**src/rtl/scan_port_pkg.sv**
```systemverilog
package scan_port_pkg;

   typedef enum logic [3:0] {
      ST_RESET, ST_IDLE,
      ST_SEL_DR, ST_CAP_DR, ST_SHF_DR, ST_EX1_DR, ST_PAU_DR, ST_EX2_DR, ST_UPD_DR,
      ST_SEL_IR, ST_CAP_IR, ST_SHF_IR, ST_EX1_IR, ST_PAU_IR, ST_EX2_IR, ST_UPD_IR
   } tap_state_t;

   localparam int OP_W = 3;

   localparam logic [OP_W-1:0] OP_EXTEST  = 3'b000;
   localparam logic [OP_W-1:0] OP_IDCODE  = 3'b001;
   localparam logic [OP_W-1:0] OP_SAMPLEZ = 3'b010;
   localparam logic [OP_W-1:0] OP_SAMPLE  = 3'b100;
   localparam logic [OP_W-1:0] OP_BYPASS  = 3'b111;
   localparam logic [OP_W-1:0] IR_CAPTURE = 3'b001;

   typedef enum logic [1:0] {DR_BYPASS, DR_IDENT, DR_BOUNDARY} dr_sel_t;

   function automatic dr_sel_t dr_decode(input logic [OP_W-1:0] op);
      dr_sel_t s;
      case (op)
         OP_IDCODE:            s = DR_IDENT;
         OP_EXTEST, OP_SAMPLE: s = DR_BOUNDARY;
         default:              s = DR_BYPASS;
      endcase
      return s;
   endfunction

   function automatic tap_state_t tap_next(input tap_state_t s, input logic tms);
      tap_state_t n;
      case (s)
         ST_RESET:  n = tms ? ST_RESET  : ST_IDLE;
         ST_IDLE:   n = tms ? ST_SEL_DR : ST_IDLE;
         ST_SEL_DR: n = tms ? ST_SEL_IR : ST_CAP_DR;
         ST_CAP_DR: n = tms ? ST_EX1_DR : ST_SHF_DR;
         ST_SHF_DR: n = tms ? ST_EX1_DR : ST_SHF_DR;
         ST_EX1_DR: n = tms ? ST_UPD_DR : ST_PAU_DR;
         ST_PAU_DR: n = tms ? ST_EX2_DR : ST_PAU_DR;
         ST_EX2_DR: n = tms ? ST_UPD_DR : ST_SHF_DR;
         ST_UPD_DR: n = tms ? ST_SEL_DR : ST_IDLE;
         ST_SEL_IR: n = tms ? ST_RESET  : ST_CAP_IR;
         ST_CAP_IR: n = tms ? ST_EX1_IR : ST_SHF_IR;
         ST_SHF_IR: n = tms ? ST_EX1_IR : ST_SHF_IR;
         ST_EX1_IR: n = tms ? ST_UPD_IR : ST_PAU_IR;
         ST_PAU_IR: n = tms ? ST_EX2_IR : ST_PAU_IR;
         ST_EX2_IR: n = tms ? ST_UPD_IR : ST_SHF_IR;
         ST_UPD_IR: n = tms ? ST_SEL_DR : ST_IDLE;
         default:   n = ST_RESET;
      endcase
      return n;
   endfunction

endpackage

```
**src/rtl/tap_fsm.sv**
```systemverilog
module tap_fsm
   import scan_port_pkg::*;
(
   input  logic       tck,
   input  logic       trst_n,
   input  logic       tms,
   output tap_state_t state
);

   always_ff @(posedge tck or negedge trst_n) begin
      if (!trst_n) state <= ST_RESET;
      else         state <= tap_next(state, tms);
   end

endmodule

```
**src/rtl/instr_reg.sv**
```systemverilog
module instr_reg
   import scan_port_pkg::*;
(
   input  logic            tck,
   input  logic            trst_n,
   input  tap_state_t      state,
   input  logic            tdi,
   output logic [OP_W-1:0] ir_cur,
   output logic [OP_W-1:0] ir_sr,
   output logic            ir_out
);

   always_ff @(posedge tck or negedge trst_n) begin
      if (!trst_n) begin
         ir_sr  <= IR_CAPTURE;
         ir_cur <= OP_IDCODE;
      end else begin
         case (state)
            ST_RESET:  ir_cur <= OP_IDCODE;
            ST_CAP_IR: ir_sr  <= IR_CAPTURE;
            ST_SHF_IR: ir_sr  <= {tdi, ir_sr[OP_W-1:1]};
            ST_UPD_IR: ir_cur <= ir_sr;
            default: ;
         endcase
      end
   end

   assign ir_out = ir_sr[0];

endmodule

```
**src/rtl/data_regs.sv**
```systemverilog
module data_regs
   import scan_port_pkg::*;
#(
   parameter int                  BSR_LEN = 24,
   parameter logic [BSR_LEN-1:0]  PH_MASK = '0,
   parameter logic [31:0]         ID_CODE = 32'h0000_0001
) (
   input  logic               tck,
   input  logic               trst_n,
   input  tap_state_t         state,
   input  dr_sel_t            sel,
   input  logic               tdi,
   input  logic [BSR_LEN-1:0] pin_lvl,
   output logic [BSR_LEN-1:0] bsr_q,
   output logic [31:0]        id_q,
   output logic               byp_q,
   output logic               dr_out
);

   logic cap, shf;
   assign cap = (state == ST_CAP_DR);
   assign shf = (state == ST_SHF_DR);

   always_ff @(posedge tck or negedge trst_n) begin
      if (!trst_n) begin
         id_q <= ID_CODE;
      end else if (sel == DR_IDENT) begin
         if (cap)      id_q <= ID_CODE;
         else if (shf) id_q <= {tdi, id_q[31:1]};
      end
   end

   always_ff @(posedge tck or negedge trst_n) begin
      if (!trst_n) begin
         byp_q <= 1'b0;
      end else if (sel == DR_BYPASS) begin
         if (cap)      byp_q <= 1'b0;
         else if (shf) byp_q <= tdi;
      end
   end

   always_ff @(posedge tck or negedge trst_n) begin
      if (!trst_n) begin
         bsr_q <= PH_MASK;
      end else if (sel == DR_BOUNDARY) begin
         if (cap)      bsr_q <= pin_lvl | PH_MASK;
         else if (shf) bsr_q <= {tdi, bsr_q[BSR_LEN-1:1]};
      end
   end

   always_comb begin
      case (sel)
         DR_IDENT:    dr_out = id_q[0];
         DR_BOUNDARY: dr_out = bsr_q[0];
         default:     dr_out = byp_q;
      endcase
   end

endmodule

```
**src/rtl/jtag_scan_regs.sv**
```systemverilog
module jtag_scan_regs
   import scan_port_pkg::*;
#(
   parameter int                 BSR_LEN   = 24,
   parameter logic [BSR_LEN-1:0] PH_MASK   = 24'h80_4201,
   parameter logic [10:0]        VENDOR_ID = 11'h1B5,
   parameter logic [3:0]         DIE_REV   = 4'h3,
   parameter bit                 IO_X36    = 1'b1
) (
   input  logic               tck,
   input  logic               trst_n,
   input  logic               tms,
   input  logic               tdi,
   input  logic [BSR_LEN-1:0] pin_lvl,
   output logic               tdo,
   output logic               tdo_oe
);

   localparam logic [3:0] IO_CODE_X36 = 4'b0001;
   localparam logic [3:0] IO_CODE_X18 = 4'b0010;
   localparam logic [3:0] IO_CODE     = IO_X36 ? IO_CODE_X36 : IO_CODE_X18;
   localparam logic [31:0] ID_CODE    = {DIE_REV, 12'h000, IO_CODE, VENDOR_ID, 1'b1};

   generate
      if (BSR_LEN < 2) begin : g_len_bad
         $error("jtag_scan_regs: BSR_LEN must be at least 2");
      end
      if (PH_MASK == {BSR_LEN{1'b1}}) begin : g_mask_bad
         $error("jtag_scan_regs: boundary chain needs at least one pin cell");
      end
   endgenerate

   tap_state_t        tap_st;
   logic [OP_W-1:0]   ir_cur, ir_sr;
   logic              ir_out;
   dr_sel_t           dr_sel;
   logic [BSR_LEN-1:0] bsr_q;
   logic [31:0]       id_q;
   logic              byp_q, dr_out;
   logic              tdo_q, oe_q;

   tap_fsm i_fsm (
      .tck(tck), .trst_n(trst_n), .tms(tms), .state(tap_st)
   );

   instr_reg i_ir (
      .tck(tck), .trst_n(trst_n), .state(tap_st), .tdi(tdi),
      .ir_cur(ir_cur), .ir_sr(ir_sr), .ir_out(ir_out)
   );

   assign dr_sel = dr_decode(ir_cur);

   data_regs #(
      .BSR_LEN(BSR_LEN), .PH_MASK(PH_MASK), .ID_CODE(ID_CODE)
   ) i_dr (
      .tck(tck), .trst_n(trst_n), .state(tap_st), .sel(dr_sel), .tdi(tdi),
      .pin_lvl(pin_lvl), .bsr_q(bsr_q), .id_q(id_q), .byp_q(byp_q), .dr_out(dr_out)
   );

   always_ff @(negedge tck or negedge trst_n) begin
      if (!trst_n) begin
         tdo_q <= 1'b0;
         oe_q  <= 1'b0;
      end else begin
         oe_q <= (tap_st == ST_SHF_DR) || (tap_st == ST_SHF_IR);
         if (tap_st == ST_SHF_IR)      tdo_q <= ir_out;
         else if (tap_st == ST_SHF_DR) tdo_q <= dr_out;
         else                          tdo_q <= 1'b0;
      end
   end

   assign tdo    = tdo_q;
   assign tdo_oe = oe_q;

endmodule

```
**config.mk**
```make
export PLATFORM = sky130hd
export DESIGN_NAME = jtag_scan_regs
export DESIGN_NICKNAME = d
export VERILOG_FILES = /design/src/rtl/scan_port_pkg.sv /design/src/rtl/tap_fsm.sv /design/src/rtl/instr_reg.sv /design/src/rtl/data_regs.sv /design/src/rtl/jtag_scan_regs.sv
export SDC_FILE = /design/constraint.sdc
export NUM_CORES = 1
export LEC_CHECK = 0
export BUFFER_PORTS_ARGS = -buffer_cell sky130_fd_sc_hd__buf_2
export CAP_MARGIN = 20
export CORE_ASPECT_RATIO = 0.6
export CORE_MARGIN = 4
export CORE_UTILIZATION = 41
export DETAILED_ROUTE_END_ITERATION = 16
export SYNTH_ARGS = -nofsm -noshare
export SYNTH_HDL_FRONTEND = slang
export SYNTH_SLANG_ARGS = --single-unit
```
**constraint.sdc**
```tcl
create_clock -name tck -period 4.9 [get_ports tck]
set_input_delay 0.49 -clock tck [delete_from_list [all_inputs] [get_ports tck]]
set_output_delay 0.49 -clock tck [all_outputs]
set_load 0.005 [all_outputs]
```
## Yosys cells after proc, flatten, opt, wreduce, memory -nomap -nowiden

Index checks and enable logic that the tools add are counted.

| word-level totals | value |
|---|---|
| bits in registers | 69 |
| input bits | 28 |
| output and inout port bits | 2 |
| word-level logic and storage cells | 66 |

| cells by class | value |
|---|---|
| equality and inequality tests | 19 |
| mux-type cells | 25 |
| reduce and logical (&&, ||, !) cells | 14 |

Operator list:

| cell | count |
|---|---|
| two-way mux 32 bit | 2 |
| two-way mux 24 bit | 2 |
| one-hot mux 4 bit (12 select lines) | 1 |
| equality test 4 bit (second input constant) | 8 |
| equality test 4 x 3 -> 1 bit (second input constant) | 4 |
| two-way mux 4 bit | 4 |
| one-hot mux 3 bit (2 select lines) | 2 |
| equality test 4 x 2 -> 1 bit (second input constant) | 2 |
| two-way mux 1 bit | 7 |
| two-way mux 2 bit | 3 |
| two-way mux 3 bit | 2 |
| AND reduction 2 bit | 3 |
| nonzero test 2 bit | 3 |
| OR reduction 2 bit | 3 |
| equality test 4 x 1 -> 1 bit (second input constant) | 1 |
| logical NOT 4 bit | 1 |
| one-hot mux 2 bit (2 select lines) | 1 |
| equality test 3 x 1 -> 1 bit (second input constant) | 1 |
| equality test 3 bit (second input constant) | 1 |
| logical NOT 3 bit | 1 |
| OR reduction 3 bit | 1 |
| equality test 2 x 1 -> 1 bit (second input constant) | 1 |
| equality test 2 bit (second input constant) | 1 |
| logical NOT 2 bit | 1 |
| other kinds (2) | 2 |

## Longest topological paths before layout

| depth | value |
|---|---|
| depth in word-level cells | 7 |
| depth in mapped cells | 7 |
| gate-level depth less buffers | 4 |

## Cells and area by module

A second synthesis with hierarchy kept.

| unflattened totals | value |
|---|---|
| cell total of the unflattened synthesis | 295 |
| area, all modules | 3409.5 µm² |

By module, submodules not included:

| module | times used | cells an instance | area each (µm²) | seq. area each (µm²) |
|---|---|---|---|---|
| data_regs | 1 | 218 | 2702.6 | 1443.9 |
| tap_fsm | 1 | 37 | 314.1 | 100.1 |
| instr_reg | 1 | 30 | 289.0 | 152.6 |
| jtag_scan_regs | 1 | 10 | 103.8 | 50.0 |

==> key figures <==
Routing
  – Post-DRT Antenna Nets: 0
  – Total iterations of the first detailed-routing run: 4
  – DR vias/cell: 5.00
  – Total Routed Length: 5.80 mm
  – 1st-iter DRT viols: 142
  – DR WL/cell: 12.6 um
  – Vias: 2293
  – Drc violations: 0

Timing
  – Hold Violations, Final: 0
  – Final setup TNS: 0 ps
  – RSZ-0062 raised after global routing: false
  – Slew @ Worst Pin: 726 ps
  – Slew HR: 51.6%
  – Final hold slack: 195 ps
  – Fin. max-slew vios: 0
  – Final setup fails: 0
  – Clock skew: 9.41 ps

Clock tree
  – Number of hold buffers added after cts: 0
  – Worst-skew pair later-pin latency: 340 ps
  – CTS root buf: clkbuf_16
  – CTS resizes: 0
  – Number of setup buffers added after CTS: 0
  – Longest Clk Path Bufs: 2
  – H-Tree Level Count: 3
  – Num CTS Buffers: 9
  – Register clock-pin slew on the reported worst setup and hold paths: 50 ps
  – Clk sink count: 69
  – TritonCTS clock tree: built

Synth
  – Yosys top cell area share: 40.0%
  – Post-synth EDFFs: 0
  – Synth cell count leaders: nand2_1 (89), o21ai_0 (57), dfrtp_1 (51)
  – Most used DFF post-synth: dfrtp_1
  – Synthesized flop and latch total: 69
  – Yosys top cell by area: dfrtp_1
  – Asr flop ratio synth: 100%
  – Syn. warnings: 0
  – Syn nets: 361
  – Mapped Cells: 333
  – Synth Area per Inst: 9.57 um2
  – Cell Area, Synth: 3190 um2
  – Yosys cell types: 39
  – Sequential area share after synthesis: 54.8%
  – Synth area leaders: dfrtp_1 (40%), dfstp_2 (13%), nand2_1 (10%), o21ai_0 (8.9%), mux2i_1 (6.3%)
  – Most numerous cell in the Yosys netlist: nand2_1

Setup path
  – Crit path cell chain: nor4b_4 > o221ai_1 > nand2_1
  – CP max-delay cell: dfrtp_1
  – Crit path buf inv count: 0
  – Reg2reg setup slack: 1060 ps
  – Startpoint Class: flip-flop
  – Worst path arrival time: 1750 ps
  – Max incr delay on CP: 560 ps
  – Critical path fanouts, max: 17
  – Crit Path Class: flip-flop to flip-flop
  – R2R cell count: 3
  – R2R Path End: tdo
  – Top delay family on crit path: simple AND/OR/NAND/NOR gates
  – Worst reg2reg startpoint: i_fsm.state[0]
  – Required time worst endpoint: 2820 ps
  – Nature of the critical path endpoint: flip-flop

Die
  – Die X: 122 um
  – Initial core utilization: 43.0%
  – Core box area: 7420 um2
  – Die extent in y: 76.3 um
  – Cell Rows: 24
  – Die area: 9300 um2
  – I/O pin total: 30

Placed design
  – Final Wtd Congestion: 0.762
  – Post-DP HPWL: 3.66 mm
  – IO Port Bufs: 25

Global routing
  – Vias in the first global route: 2171
  – GRT Util Overall: 13.9%
  – Initial antenna violation count: 0
  – First-pass GRT wire length: 10.2 mm
  – Largest net degree at the start of global routing: 64
  – Remaining Overflow, GRT: 0

Finish
  – Share of layout cells above drive strength 1: 17.7%
  – Final #Nets: 378
  – Area delta synth->final: 12.8%
  – # diodes: 0

Flow run
  – Max-Cap Viols: 0

Pwr
  – Leak: 1.56 nW
  – PD cells: 622 nW/um2
  – Peak VDD IR: 279 uV

Hold path
  – Worst hold path class: primary input to async pin

Run status
  – Status: finished, final reports clean
## worst register-to-register path: stages (launching register included)
cell and delay [ps]:
dfrtp_1 560, nor4b_4 520, o221ai_1 230, nand2_1 110
## worst max path at each step
stage / from / slack [ps] / depth (start not counted) / end
final: i_fsm.state[0] / 1060 / 3 / tdo
after global routing: i_fsm.state[0] / 940 / 3 / tdo
after CTS: i_fsm.state[0] / 1050 / 3 / tdo
after detailed placement: i_fsm.state[0] / 1050 / 3 / tdo
after global placement: i_fsm.state[0] / 1060 / 3 / tdo
after floorplan: i_fsm.state[3] / 1300 / 4 / tdo
## report_power, final
group          internal [mW]  switching, mW  total, mW
Combinational          0.258          0.384      0.642
Clock                  0.409          0.221      0.629
Sequential             0.823          0.143      0.965
## cells in the final DEF (no fill, tap or decap), drive strengths merged
master    n
nor3b     2
nand3     3
inv       3
nand2b    2
mux2i    20
a211o     1
buf      30
a221oi    2
nor2b     5
a21oi     6
o211ai    1
xnor2     1
o22ai     2
and4bb    1
or3       1
mux2      2
a311oi    1
nand4     1
bufinv    1
dfstp    16
o221ai    2
nor4b     1
and2      1
dfrtp    51
nand2    89
a2bb2oi   1
a211oi    1
clkbuf   15
a21o      1
o21ai    63
nor3      1
dfrtn     2
nor2     26
## logic make-up after synthesis
family	Yosys count	share of synthesized area [%]
buf+inv	27	5.77
flops	69	54.8
xor+xnor	1	0.275
simple gates	133	17.9
compound gates	81	14.3
mux	22	6.99
## metrics by stage
step	instance area [um2]	utilization [%]	setup slack, ps	cells	power [mW]
floorplan	3190	-	1300	333	1.51
global placement	3310	44.6	1060	443	1.59
detailed placement	3310	44.6	1050	443	1.62
CTS	3600	48.5	1050	459	2.27
global route	3600	48.5	944	459	2.42
finish	3600	48.5	1060	459	2.24
## routing by layer
metal / track usage, % / share of wire, %
met1: 19.8 / 52
met2: 18.6 / 41
met3: 5.71 / 5.4
met4: 5.48 / 1.7
met5: 0 / 0
## state kept, by name (all words and copies together), names as in the netlist
name         flops
i_dr.id_q       32
i_dr.bsr_q      24
i_fsm.state      4
i_ir.ir_cur      3
i_ir.ir_sr       3
i_dr.byp_q       1
tdo              1
tdo_oe           1
## area by class of cell
class	instances	area [um2]
Fill cell	706	3820
Sequential cell	69	1750
Multi-Input combinational cell	237	1260
Clock buffer	15	258
Timing Repair Buffer	30	163
Tap cell	104	130
Clock inverter	1	30.0
Inverter	3	11.3
Note: power is estimated with default switching activity, not from simulation.
